<file path="config.mk">
export PLATFORM = sky130hd
export DESIGN_NAME = sreg_port
export DESIGN_NICKNAME = d
export VERILOG_FILES = /design/src/rtl/sreg_pkg.sv /design/src/rtl/sreg_sync.sv /design/src/rtl/sreg_link.sv /design/src/rtl/sreg_regs.sv /design/src/rtl/sreg_port.sv
export SDC_FILE = /design/constraint.sdc
export NUM_CORES = 1
export LEC_CHECK = 0
export ABC_CLOCK_PERIOD_IN_PS = 3000
export CORE_ASPECT_RATIO = 0.8
export CORE_MARGIN = 1.5
export CORE_UTILIZATION = 40
export CTS_CLUSTER_SIZE = 28
export DETAILED_ROUTE_END_ITERATION = 8
export HOLD_SLACK_MARGIN = 0.02
export PLACE_DENSITY_LB_ADDON = 0.12
export RECOVER_POWER = 50
export SYNTH_ARGS = -nofsm -noshare
export SYNTH_HDL_FRONTEND = slang
export SYNTH_HIERARCHICAL = 1
export SYNTH_SLANG_ARGS = --single-unit
</file>
<file path="constraint.sdc">
create_clock -name clk -period 3 [get_ports clk]
set_input_delay 0.75 -clock clk [delete_from_list [all_inputs] [get_ports clk]]
set_output_delay 0.75 -clock clk [all_outputs]
set_load 0.01 [all_outputs]
</file>
<file path="src/rtl/sreg_pkg.sv">
package sreg_pkg;
  localparam int ADDR_W  = 7;
  localparam int DATA_W  = 8;
  localparam int HDR_W   = 1 + ADDR_W;
  localparam int FRAME_W = HDR_W + DATA_W;
  localparam int CNT_W   = $clog2(FRAME_W + 1);
  localparam int SH_W    = ((HDR_W > DATA_W) ? HDR_W : DATA_W) - 1;

  localparam logic [ADDR_W-1:0] A_CTRL  = 7'h01;
  localparam logic [ADDR_W-1:0] A_IEN   = 7'h02;
  localparam logic [ADDR_W-1:0] A_STAT  = 7'h03;
  localparam logic [ADDR_W-1:0] A_ISTAT = 7'h04;
  localparam logic [ADDR_W-1:0] A_DEVID = 7'h7E;
  localparam logic [ADDR_W-1:0] A_REVID = 7'h7F;

  typedef struct packed {
    logic lbw;
    logic sd_pol;
    logic par_rlb;
    logic ser_rlb;
    logic dig_lb;
  } ctrl_t;

  localparam int CTRL_W = $bits(ctrl_t);
endpackage

</file>
<file path="src/rtl/sreg_sync.sv">
module sreg_sync #(
  parameter int          W       = 1,
  parameter int          STAGES  = 2,
  parameter logic [W-1:0] RST_VAL = '0
) (
  input  logic         clk,
  input  logic         rst_n,
  input  logic [W-1:0] d_i,
  output logic [W-1:0] q_o
);
  logic [W-1:0] stage_q [STAGES];

  always_ff @(posedge clk or negedge rst_n) begin
    if (!rst_n) begin
      for (int i = 0; i < STAGES; i++) stage_q[i] <= RST_VAL;
    end else begin
      stage_q[0] <= d_i;
      for (int i = 1; i < STAGES; i++) stage_q[i] <= stage_q[i-1];
    end
  end

  assign q_o = stage_q[STAGES-1];
endmodule

</file>
<file path="src/rtl/sreg_link.sv">
module sreg_link
  import sreg_pkg::*;
(
  input  logic              clk,
  input  logic              rst_n,
  input  logic              sel_n_i,
  input  logic              sclk_i,
  input  logic              sdi_i,
  input  logic [DATA_W-1:0] rdata_i,
  output logic [ADDR_W-1:0] addr_o,
  output logic [DATA_W-1:0] wr_data_o,
  output logic              wr_stb_o,
  output logic              rd_snap_o,
  output logic              rd_done_o,
  output logic              sdo_o
);
  localparam logic [CNT_W-1:0] C_HDR   = CNT_W'(HDR_W);
  localparam logic [CNT_W-1:0] C_LAST  = CNT_W'(FRAME_W - 1);
  localparam logic [CNT_W-1:0] C_FRAME = CNT_W'(FRAME_W);

  logic              sclk_q;
  logic [CNT_W-1:0]  cnt_q, cnt_n;
  logic [SH_W-1:0]   sh_q, sh_n;
  logic [HDR_W-1:0]  hdr_q, hdr_n;
  logic [DATA_W-2:0] out_q, out_n;
  logic              sdo_q, sdo_n;
  logic              active, rise, fall, take_bit, is_rd;

  assign active    = ~sel_n_i;
  assign rise      = sclk_i & ~sclk_q;
  assign fall      = ~sclk_i & sclk_q;
  assign take_bit  = active & rise & (cnt_q < C_FRAME);
  assign is_rd     = hdr_q[HDR_W-1];
  assign addr_o    = hdr_q[ADDR_W-1:0];
  assign wr_data_o = {sh_q[DATA_W-2:0], sdi_i};
  assign wr_stb_o  = take_bit & (cnt_q == C_LAST) & ~is_rd;
  assign rd_done_o = take_bit & (cnt_q == C_LAST) & is_rd;
  assign rd_snap_o = active & fall & (cnt_q == C_HDR) & is_rd;
  assign sdo_o     = sdo_q;

  always_comb begin
    cnt_n = cnt_q;
    sh_n  = sh_q;
    hdr_n = hdr_q;
    out_n = out_q;
    sdo_n = sdo_q;
    if (!active) begin
      cnt_n = '0;
      sdo_n = 1'b0;
    end else begin
      if (take_bit) begin
        cnt_n = cnt_q + 1'b1;
        sh_n  = {sh_q[SH_W-2:0], sdi_i};
        if (cnt_q == C_HDR - 1'b1) hdr_n = {sh_q[HDR_W-2:0], sdi_i};
      end
      if (rd_snap_o) begin
        out_n = rdata_i[DATA_W-2:0];
        sdo_n = rdata_i[DATA_W-1];
      end else if (fall) begin
        if (is_rd && (cnt_q > C_HDR) && (cnt_q < C_FRAME)) begin
          out_n = {out_q[DATA_W-3:0], 1'b0};
          sdo_n = out_q[DATA_W-2];
        end else begin
          sdo_n = 1'b0;
        end
      end
    end
  end

  always_ff @(posedge clk or negedge rst_n) begin
    if (!rst_n) begin
      sclk_q <= 1'b0;
      cnt_q  <= '0;
      sh_q   <= '0;
      hdr_q  <= '0;
      out_q  <= '0;
      sdo_q  <= 1'b0;
    end else begin
      sclk_q <= sclk_i;
      cnt_q  <= cnt_n;
      sdo_q  <= sdo_n;
      if (take_bit)  sh_q  <= sh_n;
      if (take_bit)  hdr_q <= hdr_n;
      if (active)    out_q <= out_n;
    end
  end

  AST_CNT_BOUND: assert property (@(posedge clk) disable iff (!rst_n)
    cnt_q <= C_FRAME);
  AST_SDO_WINDOW: assert property (@(posedge clk) disable iff (!rst_n)
    sdo_q |-> (is_rd && (cnt_q >= C_HDR)));
  AST_WR_AT_END: assert property (@(posedge clk) disable iff (!rst_n)
    wr_stb_o |=> ((cnt_q == C_FRAME) || (cnt_q == '0)));
endmodule

</file>
<file path="src/rtl/sreg_regs.sv">
module sreg_regs
  import sreg_pkg::*;
#(
  parameter int               NSTAT  = 4,
  parameter logic [DATA_W-1:0] DEV_ID = 8'hC0,
  parameter logic [DATA_W-1:0] REV_ID = 8'h01
) (
  input  logic              clk,
  input  logic              rst_n,
  input  logic [NSTAT-1:0]  stat_i,
  input  logic [ADDR_W-1:0] addr_i,
  input  logic [DATA_W-1:0] wr_data_i,
  input  logic              wr_stb_i,
  input  logic              rd_snap_i,
  input  logic              rd_done_i,
  output logic [DATA_W-1:0] rdata_o,
  output ctrl_t             ctrl_o,
  output logic              irq_o
);
  ctrl_t            ctrl_q, ctrl_n;
  logic [NSTAT-1:0] ien_q, ien_n;
  logic [NSTAT-1:0] prev_q, rise_ev;
  logic [NSTAT-1:0] ist_q, ist_n;
  logic [NSTAT-1:0] seen_q, seen_n;
  logic             irq_q, irq_n;
  logic             hit_istat;
  logic             unused_wr;

  assign unused_wr = ^wr_data_i;
  assign rise_ev   = stat_i & ~prev_q;
  assign hit_istat = (addr_i == A_ISTAT);

  always_comb begin
    rdata_o = '0;
    case (addr_i)
      A_CTRL:  rdata_o = DATA_W'(ctrl_q);
      A_IEN:   rdata_o = DATA_W'(ien_q);
      A_STAT:  rdata_o = DATA_W'(stat_i);
      A_ISTAT: rdata_o = DATA_W'(ist_q);
      A_DEVID: rdata_o = DEV_ID;
      A_REVID: rdata_o = REV_ID;
      default: rdata_o = '0;
    endcase
  end

  always_comb begin
    ctrl_n = ctrl_q;
    ien_n  = ien_q;
    seen_n = seen_q;
    if (wr_stb_i && addr_i == A_CTRL) ctrl_n = ctrl_t'(wr_data_i[CTRL_W-1:0]);
    if (wr_stb_i && addr_i == A_IEN)  ien_n  = wr_data_i[NSTAT-1:0];
    if (rd_snap_i) seen_n = hit_istat ? ist_q : '0;
    ist_n = (ist_q & ~((rd_done_i && hit_istat) ? seen_q : '0)) | rise_ev;
    irq_n = |(ist_n & ien_n);
  end

  always_ff @(posedge clk or negedge rst_n) begin
    if (!rst_n) begin
      ctrl_q <= '0;
      ien_q  <= '0;
      prev_q <= '0;
      ist_q  <= '0;
      seen_q <= '0;
      irq_q  <= 1'b0;
    end else begin
      if (wr_stb_i)  ctrl_q <= ctrl_n;
      if (wr_stb_i)  ien_q  <= ien_n;
      if (rd_snap_i) seen_q <= seen_n;
      prev_q <= stat_i;
      ist_q  <= ist_n;
      irq_q  <= irq_n;
    end
  end

  assign ctrl_o = ctrl_q;
  assign irq_o  = irq_q;

  AST_CTRL_ONLY_BY_WRITE: assert property (@(posedge clk) disable iff (!rst_n)
    !$stable(ctrl_q) |-> $past(wr_stb_i && (addr_i == A_CTRL)));
  AST_ISTAT_CLEAR_ON_READ: assert property (@(posedge clk) disable iff (!rst_n)
    (|($past(ist_q) & ~ist_q)) |-> $past(rd_done_i && hit_istat));
  AST_ISTAT_SET_ON_EDGE: assert property (@(posedge clk) disable iff (!rst_n)
    (|(ist_q & ~$past(ist_q))) |-> (|$past(rise_ev)));
endmodule

</file>
<file path="src/rtl/sreg_port.sv">
module sreg_port
  import sreg_pkg::*;
#(
  parameter int               SYNC_STAGES = 2,
  parameter int               NSTAT       = 4,
  parameter logic [DATA_W-1:0] DEV_ID      = 8'hC0,
  parameter logic [DATA_W-1:0] REV_ID      = 8'h01
) (
  input  logic             clk,
  input  logic             rst_n,
  input  logic             sel_n,
  input  logic             sclk,
  input  logic             sdi,
  output logic             sdo,
  output logic             irq,
  input  logic [NSTAT-1:0] status_i,
  output logic             dig_lb_o,
  output logic             ser_rlb_o,
  output logic             par_rlb_o,
  output logic             sd_pol_o,
  output logic             lbw_o
);
  localparam int IN_W = 3 + NSTAT;

  logic [1:0]        rst_pipe_q;
  logic              rst_int_n;
  logic [IN_W-1:0]   raw_in, syn_in;
  logic              sel_n_s, sclk_s, sdi_s;
  logic [NSTAT-1:0]  stat_s;
  logic [ADDR_W-1:0] addr;
  logic [DATA_W-1:0] wr_data, rdata;
  logic              wr_stb, rd_snap, rd_done;
  ctrl_t             ctrl;

  always_ff @(posedge clk or negedge rst_n) begin
    if (!rst_n) rst_pipe_q <= '0;
    else        rst_pipe_q <= {rst_pipe_q[0], 1'b1};
  end
  assign rst_int_n = rst_pipe_q[1];

  assign raw_in = {sel_n, sclk, sdi, status_i};

  if (SYNC_STAGES > 0) begin : g_sync
    sreg_sync #(
      .W       (IN_W),
      .STAGES  (SYNC_STAGES),
      .RST_VAL ({1'b1, {(IN_W-1){1'b0}}})
    ) u_sync (
      .clk   (clk),
      .rst_n (rst_int_n),
      .d_i   (raw_in),
      .q_o   (syn_in)
    );
  end else begin : g_nosync
    assign syn_in = raw_in;
  end

  assign {sel_n_s, sclk_s, sdi_s, stat_s} = syn_in;

  sreg_link u_link (
    .clk       (clk),
    .rst_n     (rst_int_n),
    .sel_n_i   (sel_n_s),
    .sclk_i    (sclk_s),
    .sdi_i     (sdi_s),
    .rdata_i   (rdata),
    .addr_o    (addr),
    .wr_data_o (wr_data),
    .wr_stb_o  (wr_stb),
    .rd_snap_o (rd_snap),
    .rd_done_o (rd_done),
    .sdo_o     (sdo)
  );

  sreg_regs #(
    .NSTAT  (NSTAT),
    .DEV_ID (DEV_ID),
    .REV_ID (REV_ID)
  ) u_regs (
    .clk       (clk),
    .rst_n     (rst_int_n),
    .stat_i    (stat_s),
    .addr_i    (addr),
    .wr_data_i (wr_data),
    .wr_stb_i  (wr_stb),
    .rd_snap_i (rd_snap),
    .rd_done_i (rd_done),
    .rdata_o   (rdata),
    .ctrl_o    (ctrl),
    .irq_o     (irq)
  );

  assign dig_lb_o  = ctrl.dig_lb;
  assign ser_rlb_o = ctrl.ser_rlb;
  assign par_rlb_o = ctrl.par_rlb;
  assign sd_pol_o  = ctrl.sd_pol;
  assign lbw_o     = ctrl.lbw;
endmodule

</file>
==> reports/metrics.cfg, run 1 <==
[grt]
grt_pass1_vias = 1709
grt_max_degree = 51
antenna_found_initial = 0
gr-total-overflow = 0
grt_pass1_wl_microns = 9110
grt_usage = 0.151

[final_layout]
layout-drive-gt1-share = 0.266
layout_commonest_cell = dfrtp_1
final_cell_mix = 65 x dfrtp_1, 25 x mux2_2, 18 x inv_1
layout.nets = 255
syn2layout_area_growth_pct = 11.1
num_antenna_cells = 0
fillCellCount = 676

[clocking]
numClockSinks = 67
numCtsBuffers = 9
cts_hold_buf = 0
htree_levels = 3
clock_latency_ps = 350
clkTransAtPathRegs_ps = 90
cts_buffer_depth = 2
post_cts_resized = 0
cts-root-buf = clkbuf_8
cts_tree = done
cts_setup_buffers = 0

[floorplan]
start_util = 0.411
num_rows = 28
fp.dieW_microns = 100
die_h_microns = 81.0
die-area_sq_um = 8140
coreArea_sq_um = 7390
io_pins = 16

[critical_path]
reg2reg_setup_slack_ps = 620
critPathKind = reg2reg
cp-endpoint = u_regs/irq_o
cp.depth = 8
r2r_start = u_link/cnt_q[4]
crit_buf_inv = 1
startpoint = u_link/cnt_q[4]
critical_path.slowest_cell = or4b_1
timing.rr.end = u_regs/irq_o
path_max_fanout = 10
endpoint_kind = flop
arrival_ps = 2600
ff2ff_path_depth = 8
critPathRequiredTime_ps = 3220
crit_path_max_incr_delay_ps = 590
crit_family = simple AND/OR/NAND/NOR gates
critPathLaunchType = flop
path_cells = nor4b_4, buf_4, nand2_1, nor2_1, or4b_1, o21a_1, o22ai_1, o2111ai_1

[synthesis]
yosys_warnings = 6
synthesis.nets = 252
synth_cells = 240
ys.flop_type = dfrtp_1
ys_types = 51
yosysSeqAreaShare = 0.552
ys_seq_elements = 67
mappedNetlistArea_sq_um = 3040
synth_edf_count = 0
syn_avg_cell_area_sq_um = 12.7
async_flop_share = 1.00

[timing]
hold-worst-slack_ps = 272
layout_min_cycle_time_ps = 2380
finalSetupTns_ps = 0
hold_violations = 0
tightest_slew_ps = 1210
finalCritPeriodShare = 0.795
timing.final.max_slew_violations = 0
fin_skew_ps = 15.5
timing.fmax_ghz = 0.420
grt_setup_unrepaired = false
setup_viol_count_final = 0
slew-limit-headroom = 0.190

[pwr]
vdd_drop_max_mv = 0.318
swShare = 0.239
clkPwrFrac = 0.436
p_leak_uw = 0.00151
combinationalPowerShare = 0.046
switchingPower_uw = 467
p_per_area_nw_per_um2 = 579
internal_power_uw = 1490
seq_power_share = 0.518

[detailed_routing]
drc = 0
drt_first_iter_violations = 54
via_count = 1710
drt_wl_total_microns = 5260
ant_nets = 0
routedWlPerCell_microns = 14.9
vias_per_cell = 4.84
dr.pass1.iters = 4

[placement]
place.gp.congestion = 0.776
io_buffers = 15
hpwl_microns = 3680

[status]
run_status = completed

[worst_hold_path]
hold_path_class = reg2async

[run]
cap_violations = 0

[per-stage QoR]
step	total power, uW	instances	setup WS [ps]	utilization	area (sq um)
6_report	1960	353	616	0.457	3380
5_1_grt	2050	353	407	0.457	3380
4_1_cts	1990	353	619	0.458	3380
3_5_place_dp	1130	337	644	0.427	3160
3_3_place_gp	1130	337	678	0.427	3160
2_1_floorplan	1090	240	591	-	3040
[sequential cells by signal, indices dropped and copies added (netlist names)]
register,flops
g_sync.u_sync/q_o,7
g_sync.u_sync/stage_q,7
rst_pipe_q,2
u_link/cnt_q,5
u_link/hdr_q,8
u_link/out_q,7
u_link/sclk_q,1
u_link/sdo_o,1
u_link/sh_q,7
u_regs/ctrl_o,5
u_regs/ien_q,4
u_regs/irq_o,1
u_regs/ist_q,4
u_regs/prev_q,4
u_regs/seen_q,4
[worst min-delay path by stage]
stage,startpoint,to,slack [ps]
final,rst_pipe_q[1],g_sync.u_sync/q_o[1],270
after global routing,rst_pipe_q[1],g_sync.u_sync/q_o[1],330
after CTS,rst_pipe_q[1],g_sync.u_sync/stage_q[8],190
after detailed placement,rst_pipe_q[1],g_sync.u_sync/stage_q[8],180
after global placement,rst_pipe_q[1],g_sync.u_sync/stage_q[8],180
after floorplan,g_sync.u_sync/stage_q[7],g_sync.u_sync/q_o[0],330
[cells in the mapped netlist (2+ instances only)]
library cell  number  share of area
ha_1               3          0.012
nor2_1             8         0.0099
or2_2              3         0.0062
buf_6              3          0.011
dfstp_2            2          0.017
and2b_2            2         0.0058
or4b_1             2         0.0066
nor2b_1            4         0.0082
o21ai_0            7          0.012
nand2_1            8         0.0099
a21oi_1            2         0.0033
conb_1             2         0.0025
buf_4             17          0.042
dfrtp_1           65           0.53
o22ai_1            3         0.0062
mux2_4             8          0.039
inv_1             18          0.022
mux2_2            25          0.093
and2_1             3         0.0062
o21a_1             3         0.0074
nand4_1            2         0.0041
nand3_1            4         0.0066
nor3_1             3         0.0049
or2_1              3         0.0062
nor3b_1            2         0.0049
a41oi_1            3         0.0086
mux2i_1            6          0.020
a22oi_1            3         0.0074
xnor2_1            2         0.0058
buf_2              3         0.0049
[cell families after synthesis]
logic type                 Yosys count  share of synthesized area
muxes                               40                      0.155
adders and majority gates            3                     0.0123
AOI/OAI and AO/OA                   26                     0.0601
and+or+nand+nor                     57                      0.129
xor gates and xnor gates             2                    0.00576
DFF                                 67                      0.552
buffers and inverters               43                     0.0827
other                                2                    0.00247
[power groups by stage]
stage                     sequential (uW)  clock, uW  combinational (uW)
after floorplan                      1020          0                74.7
after global placement               1030          0                97.1
after detailed placement             1030          0                95.0
after CTS                            1020        878                95.5
after global routing                 1030        926                 103
final                                1010        853                90.0
[per-layer routing]
layer | GRT usage | up-vias | part of all wire | wire [microns]
li1 | - | 826 | - | -
met1 | 0.232 | 841 | 0.54 | 2870
met2 | 0.192 | 35 | 0.39 | 2070
met3 | 0.0542 | 8 | 0.047 | 249
met4 | 0.0521 | 0 | 0.015 | 77
met5 | 0 | - | 0 | 0
[area by class of cell]
class / instances / area (sq um) / share of cell area
Timing Repair Buffer: 17 / 163 / 0.0481
Tap cell: 105 / 131 / 0.0389
Clock inverter: 7 / 104 / 0.0307
Sequential cell: 67 / 1680 / 0.497
Clock buffer: 9 / 124 / 0.0367
Inverter: 18 / 67.6 / 0.0200
Multi-Input combinational cell: 130 / 1110 / 0.329
Note: power is estimated with default switching activity, not from simulation.
==> run 2: changes to the inputs <==
--- a/config.mk
+++ b/config.mk
@@ -5,7 +5,7 @@
 export SDC_FILE = /design/constraint.sdc
 export NUM_CORES = 1
 export LEC_CHECK = 0
-export ABC_CLOCK_PERIOD_IN_PS = 3000
+export ABC_CLOCK_PERIOD_IN_PS = 2100
 export CORE_ASPECT_RATIO = 0.8
 export CORE_MARGIN = 1.5
 export CORE_UTILIZATION = 40
==> constraint.sdc (replaced) <==
create_clock -name clk -period 2.1 [get_ports clk]
set_input_delay 0.525 -clock clk [delete_from_list [all_inputs] [get_ports clk]]
set_output_delay 0.525 -clock clk [all_outputs]
set_load 0.01 [all_outputs]
==> run 2 against run 1 <==
The flow now finishes with violations (setup timing). Sequential power up 43%. Non-clock buffer count increased by 18. Count of clock-buffer cells in the layout up 2. Cell count up 5.1%. Critical path depth rose by 1. Die area stayed put. Combinational power grew 62%. Largest power group unchanged. Utilization rose by 1.9 points. Total power is 37% higher. Routed wire length is 8.4% higher. Sequential share of layout area shrank 2.0 points.
==> reports/metrics.cfg, run 2 (same netlist as run 1, synthesis figures left out) <==
[grt]
grt_max_degree = 32  ; -37%
grt_usage = 0.158  ; +0.00672
gr-total-overflow = 0  ; unchanged
grt_pass1_wl_microns = 9340  ; +2.5%
grt_pass1_vias = 1734  ; +1.5%
antenna_found_initial = 0  ; unchanged

[clocking]
clock_latency_ps = 340  ; about the same
cts_tree = done
cts-root-buf = clkbuf_8
numClockSinks = 67  ; unchanged
cts_buffer_depth = 2  ; unchanged
clkTransAtPathRegs_ps = 80  ; about the same
htree_levels = 3  ; unchanged
numCtsBuffers = 9  ; unchanged

[timing]
hold_violations = 0  ; unchanged
timing.final.max_slew_violations = 0  ; unchanged
finalCritPeriodShare = 1.02  ; +0.228
hold-worst-slack_ps = 350  ; +78.4 ps
setup_viol_count_final = 4  ; +4
grt_setup_unrepaired = true
setup_slack_ps = -46.9  ; -663 ps
finalSetupTns_ps = -86.7  ; -86.7 ps
layout_min_cycle_time_ps = 2150  ; -237 ps
timing.fmax_ghz = 0.466  ; +11%
fin_skew_ps = 9.17  ; -6.29 ps
tightest_slew_ps = 1000  ; -213 ps
slew-limit-headroom = 0.333  ; +0.142

[critical_path]
endpoint_kind = flop
critPathLaunchType = flop
crit_family = simple AND/OR/NAND/NOR gates
critPathKind = reg2reg
critical_path.slowest_cell = or4b_4
critPathRequiredTime_ps = 2310  ; -910 ps
reg2reg_setup_slack_ps = -50  ; -660 ps
arrival_ps = 2360  ; -240 ps
path_cells = ha_2, and3_4, ha_4, nand2_2, nor2_2, or4b_4, o21a_1, o22ai_1, o2111ai_1
crit_buf_inv = 0  ; -1
path_max_fanout = 6  ; -4
crit_path_max_incr_delay_ps = 520  ; -70 ps

[final_layout]
largest_reg_flops = 8  ; unchanged
syn2layout_area_growth_pct = 15.8
num_antenna_cells = 0  ; unchanged
final_cell_mix = 65 x dfrtp_1, 25 x mux2_2, 18 x buf_4, 18 x inv_1, 10 x clkbuf_8
layout.nets = 273  ; +7.1%
layout_commonest_cell = dfrtp_1
regMostFlops = u_link/hdr_q
layout-drive-gt1-share = 0.335  ; +0.0685

[floorplan]
start_util = 0.411  ; unchanged
num_rows = 28  ; unchanged
coreArea_sq_um = 7390  ; unchanged
fp.dieW_microns = 100  ; unchanged
die-area_sq_um = 8140  ; unchanged
die_h_microns = 81.0  ; unchanged
io_pins = 16  ; unchanged

[run]
cap_violations = 0  ; unchanged

[detailed_routing]
routedWlPerCell_microns = 15.4  ; +3.2%
vias_per_cell = 4.81  ; -0.68%
drc = 0  ; unchanged
drt_first_iter_violations = 62  ; +15%
drt_wl_total_microns = 5710  ; +8.4%
via_count = 1785  ; +4.4%
dr.pass1.iters = 4  ; unchanged
ant_nets = 0  ; unchanged

[placement]
hpwl_microns = 4050  ; +10%
io_buffers = 15  ; unchanged
place.gp.congestion = 0.854  ; +10%

[pwr]
p_per_area_nw_per_um2 = 759  ; +31%
vdd_drop_max_mv = 0.563  ; +77%
p_leak_uw = 0.00159  ; +5.1%

[status]
run_status = finished, violations left
violations = setup timing

[worst_hold_path]
hold_path_class = reg2reg

[run 2: cell types whose count changed in the layout (fill, tap and decap cells not counted), sizes merged]
cell / before / now
clkinv: 1 / 3
buf: 1 / 18
bufinv: 2 / 1
clkbuf: 10 / 13
inv: 22 / 19
[run 2: stage by stage]
step                utilization  setup slack [ps]  power [uW]  instance area [sq um]  instances
floorplan                     -              -253        1560                   3050        240
global placement          0.445             -50.8        1620                   3290        353
detailed placement        0.445             -88.2        1630                   3290        353
CTS                       0.473             -13.8        2730                   3500        369
global route              0.476              -175        2810                   3520        371
finish                    0.476             -46.9        2670                   3520        371
[run 2: report_power, final]
| group | internal (uW) | switching, uW | leakage, uW |
|---|---|---|---|
| clock | 587 | 495 | 0.000104 |
| sequential | 1370 | 75.8 | 0.000852 |
| combinational | 85.0 | 60.8 | 0.000631 |
[run 2: per-layer routing]
| metal | global-route usage | part of all wire | vias to the layer above |
|---|---|---|---|
| met1 | 0.235 | 0.54 | 905 |
| met3 | 0.0594 | 0.032 | 4 |
| li1 | - | - | 855 |
| met5 | 0 | 0 | - |
| met4 | 0.0592 | 0.0079 | 0 |
| met2 | 0.205 | 0.42 | 21 |
[run 2: worst register-to-register path, cell delays in order (launching register included)]
cell and delay [ps]:
dfrtp_1 360, ha_2 190, and3_4 190, ha_4 130, nand2_2 50, nor2_2 130
or4b_4 520, o21a_1 220, o22ai_1 100, o2111ai_1 130
[run 2: final timing paths]
path                       cells after the start                startpoint                    to
min reg2reg                                    0  g_sync.u_sync/stage_q[8]  g_sync.u_sync/q_o[1]
min                                            0  g_sync.u_sync/stage_q[8]  g_sync.u_sync/q_o[1]
max in group asynchronous                      1             rst_pipe_q[1]         u_link/sclk_q
max reg2reg                                    9           u_link/cnt_q[1]          u_regs/irq_o
max                                            9           u_link/cnt_q[1]          u_regs/irq_o
min in group asynchronous                      1                     rst_n         rst_pipe_q[0]
[run 2: final cells by class]
type	instances	area, sq um
Clock buffer	11	141
Tap cell	105	131
Clock inverter	5	61.3
Inverter	18	67.6
Timing Repair Buffer	35	294
Multi-Input combinational cell	130	1150
Fill cell	692	3870
Sequential cell	67	1680
[run 2: what timing repair did]
item | in CTS | in global routing
hold buffers | 0 | 0
endpoints found under the setup margin | 4 | 4
gates resized for setup | 2 | 6
buffers inserted | 0 | 2
pin swaps | 0 | 6
==> run 3: changes to the inputs <==
--- a/config.mk
+++ b/config.mk
@@ -7,7 +7,6 @@
 export LEC_CHECK = 0
 export ABC_CLOCK_PERIOD_IN_PS = 2100
 export CORE_ASPECT_RATIO = 0.8
-export CORE_MARGIN = 1.5
 export CORE_UTILIZATION = 40
 export CTS_CLUSTER_SIZE = 28
 export DETAILED_ROUTE_END_ITERATION = 8
==> run 3 against run 2 <==
The run still ends with setup timing left. Setup slack better by 32 ps. Count of clock-buffer cells in the layout is 2 higher. Routed wire length fell by 2.3%. Non-clock buffer count is 3 higher. First-iteration DRC count unchanged. Critical path type unchanged. Largest cell class unchanged.
==> reports/metrics.cfg, run 3 (same netlist as run 1, synthesis figures left out) <==
[clocking]
htree_levels = 3  ; unchanged
numClockSinks = 67  ; unchanged
cts-root-buf = clkbuf_8
clkTransAtPathRegs_ps = 70  ; about the same
cts_tree = done
cts_hold_buf = 0  ; unchanged
numCtsBuffers = 9  ; unchanged
cts_buffer_depth = 2  ; unchanged
clock_latency_ps = 350  ; about the same

[final_layout]
layout_commonest_cell = dfrtp_1
syn2layout_area_growth_pct = 16.8
regMostFlops = u_link/hdr_q
largest_reg_flops = 8  ; unchanged
final_cell_mix = 65 x dfrtp_1, 25 x mux2_2, 21 x buf_4
layout-drive-gt1-share = 0.342  ; +0.00742
num_antenna_cells = 0  ; unchanged
layout.nets = 276  ; +1.1%

[critical_path]
endpoint_kind = flop
path_max_fanout = 6  ; unchanged
critPathRequiredTime_ps = 2320  ; about the same
critPathKind = reg2reg
critPathLaunchType = flop
startpoint = u_link/cnt_q[0]
r2r_start = u_link/cnt_q[0]
arrival_ps = 2330  ; -30 ps

[pwr]
p_leak_uw = 0.00160  ; +0.91%
clkPwrFrac = 0.405  ; about the same
combinationalPowerShare = 0.056  ; about the same
seq_power_share = 0.539  ; -0.002
internal_power_uw = 2070  ; +1.6%
swShare = 0.227  ; -0.00885
vdd_drop_max_mv = 0.452  ; -20%
switchingPower_uw = 610  ; -3.4%
fin_total_pwr_uw = 2680  ; +0.40%
p_per_area_nw_per_um2 = 755  ; -0.52%

[timing]
hold_violations = 0  ; unchanged
layout_min_cycle_time_ps = 2120  ; -31.5 ps
timing.final.max_slew_violations = 0  ; unchanged
setup_slack_ps = -15.4  ; +31.5 ps
grt_setup_unrepaired = true
slew-limit-headroom = 0.538  ; +0.205
finalCritPeriodShare = 1.01  ; -0.0150
hold-worst-slack_ps = 289  ; -61.7 ps
finalSetupTns_ps = -15.4  ; +71.3 ps
timing.fmax_ghz = 0.473  ; +1.5%
setup_viol_count_final = 1  ; -3
tightest_slew_ps = 693  ; -308 ps
fin_skew_ps = 8.40  ; -0.771 ps

[placement]
place.gp.congestion = 0.809  ; -5.3%
place_worst_setup_slack_ps = -127  ; -39.2 ps
hpwl_microns = 3990  ; -1.6%
io_buffers = 15  ; unchanged

[worst_hold_path]
hold_path_class = reg2async

[grt]
grt_usage = 0.167  ; +0.00920
antenna_found_initial = 0  ; unchanged
grt_max_degree = 49  ; +53%
grt_pass1_wl_microns = 9650  ; +3.3%
grt_pass1_vias = 1863  ; +7.4%
gr-total-overflow = 0  ; unchanged

[floorplan]
die-area_sq_um = 7960  ; -2.2%
fp.dieW_microns = 99.5  ; -1.0%
io_pins = 16  ; unchanged
start_util = 0.411  ; unchanged
num_rows = 28  ; unchanged
coreArea_sq_um = 7390  ; unchanged
die_h_microns = 80.0  ; -1.2%

[status]
violations = setup timing
run_status = finished, violations left

[detailed_routing]
drc = 0  ; unchanged
drt_wl_total_microns = 5580  ; -2.3%
routedWlPerCell_microns = 14.9  ; -3.1%
ant_nets = 0  ; unchanged
drt_first_iter_violations = 62  ; unchanged
vias_per_cell = 4.80  ; -0.19%
via_count = 1796  ; +0.62%
dr.pass1.iters = 4  ; unchanged

[run]
cap_violations = 0  ; unchanged

[run 3: cell types whose count changed in the layout (fill, tap and decap cells not counted), sizes merged]
cell | before | now
buf | 18 | 21
clkbuf | 13 | 15
clkinv | 3 | 1
clkinvlp | 0 | 1
inv | 19 | 18
[run 3: repair_timing]
| action | 4_1_cts | 5_1_grt |
|---|---|---|
| setup buffers | 1 | 3 |
| pin swaps | 8 | 9 |
| setup endpoints to repair | 4 | 4 |
| resized for setup | 7 | 2 |
[run 3: path summary, 6_finish.rpt]
kind | to | slack [ps] | cells past startpoint
hold reg to reg | g_sync.u_sync/q_o[4] | 290 | 0
setup / recovery | u_regs/irq_o | -20 | 9
min in group clk | g_sync.u_sync/q_o[0] | 350 | 0
setup reg to reg | u_regs/irq_o | -20 | 9
hold / removal | g_sync.u_sync/q_o[4] | 290 | 0
max in group asynchronous | u_link/out_q[1] | 640 | 1
[run 3: stage by stage]
stage,util,instance area (sq um),instances
2_1_floorplan,-,3050,240
3_3_place_gp,0.446,3300,354
3_5_place_dp,0.446,3300,354
4_1_cts,0.479,3540,371
5_1_grt,0.481,3550,374
6_report,0.481,3550,374
[run 3: cell type report]
class / count / area (sq um)
Clock buffer: 13 / 159
Timing Repair Buffer: 38 / 319
Fill cell: 682 / 3840
Clock inverter: 3 / 46.3
Tap cell: 105 / 131
Sequential cell: 67 / 1680
Multi-Input combinational cell: 130 / 1150
Inverter: 18 / 67.6
[run 3: metal layers]
metal	track usage	up-vias	routed length [microns]
li1	-	862	-
met1	0.235	888	2830
met2	0.228	37	2360
met3	0.0578	9	295
met4	0.0794	0	94
met5	0	-	0
[run 3: power groups by stage]
stage	registers (uW)	logic (uW)	clock network, uW
6_report	1450	151	1090
5_1_grt	1460	171	1190
4_1_cts	1450	158	1130
3_5_place_dp	1470	157	0
3_3_place_gp	1470	156	0
2_1_floorplan	1450	107	0
[run 3: worst max-delay path, cell delays in order, from the launching register on]
cell       delay [ps]
dfrtp_1           360
ha_2              180
and3_4            180
ha_4              130
nand2_2            40
nor2_2            110
or4b_4            520
o21a_1            210
o22ai_1           120
o2111ai_1         130
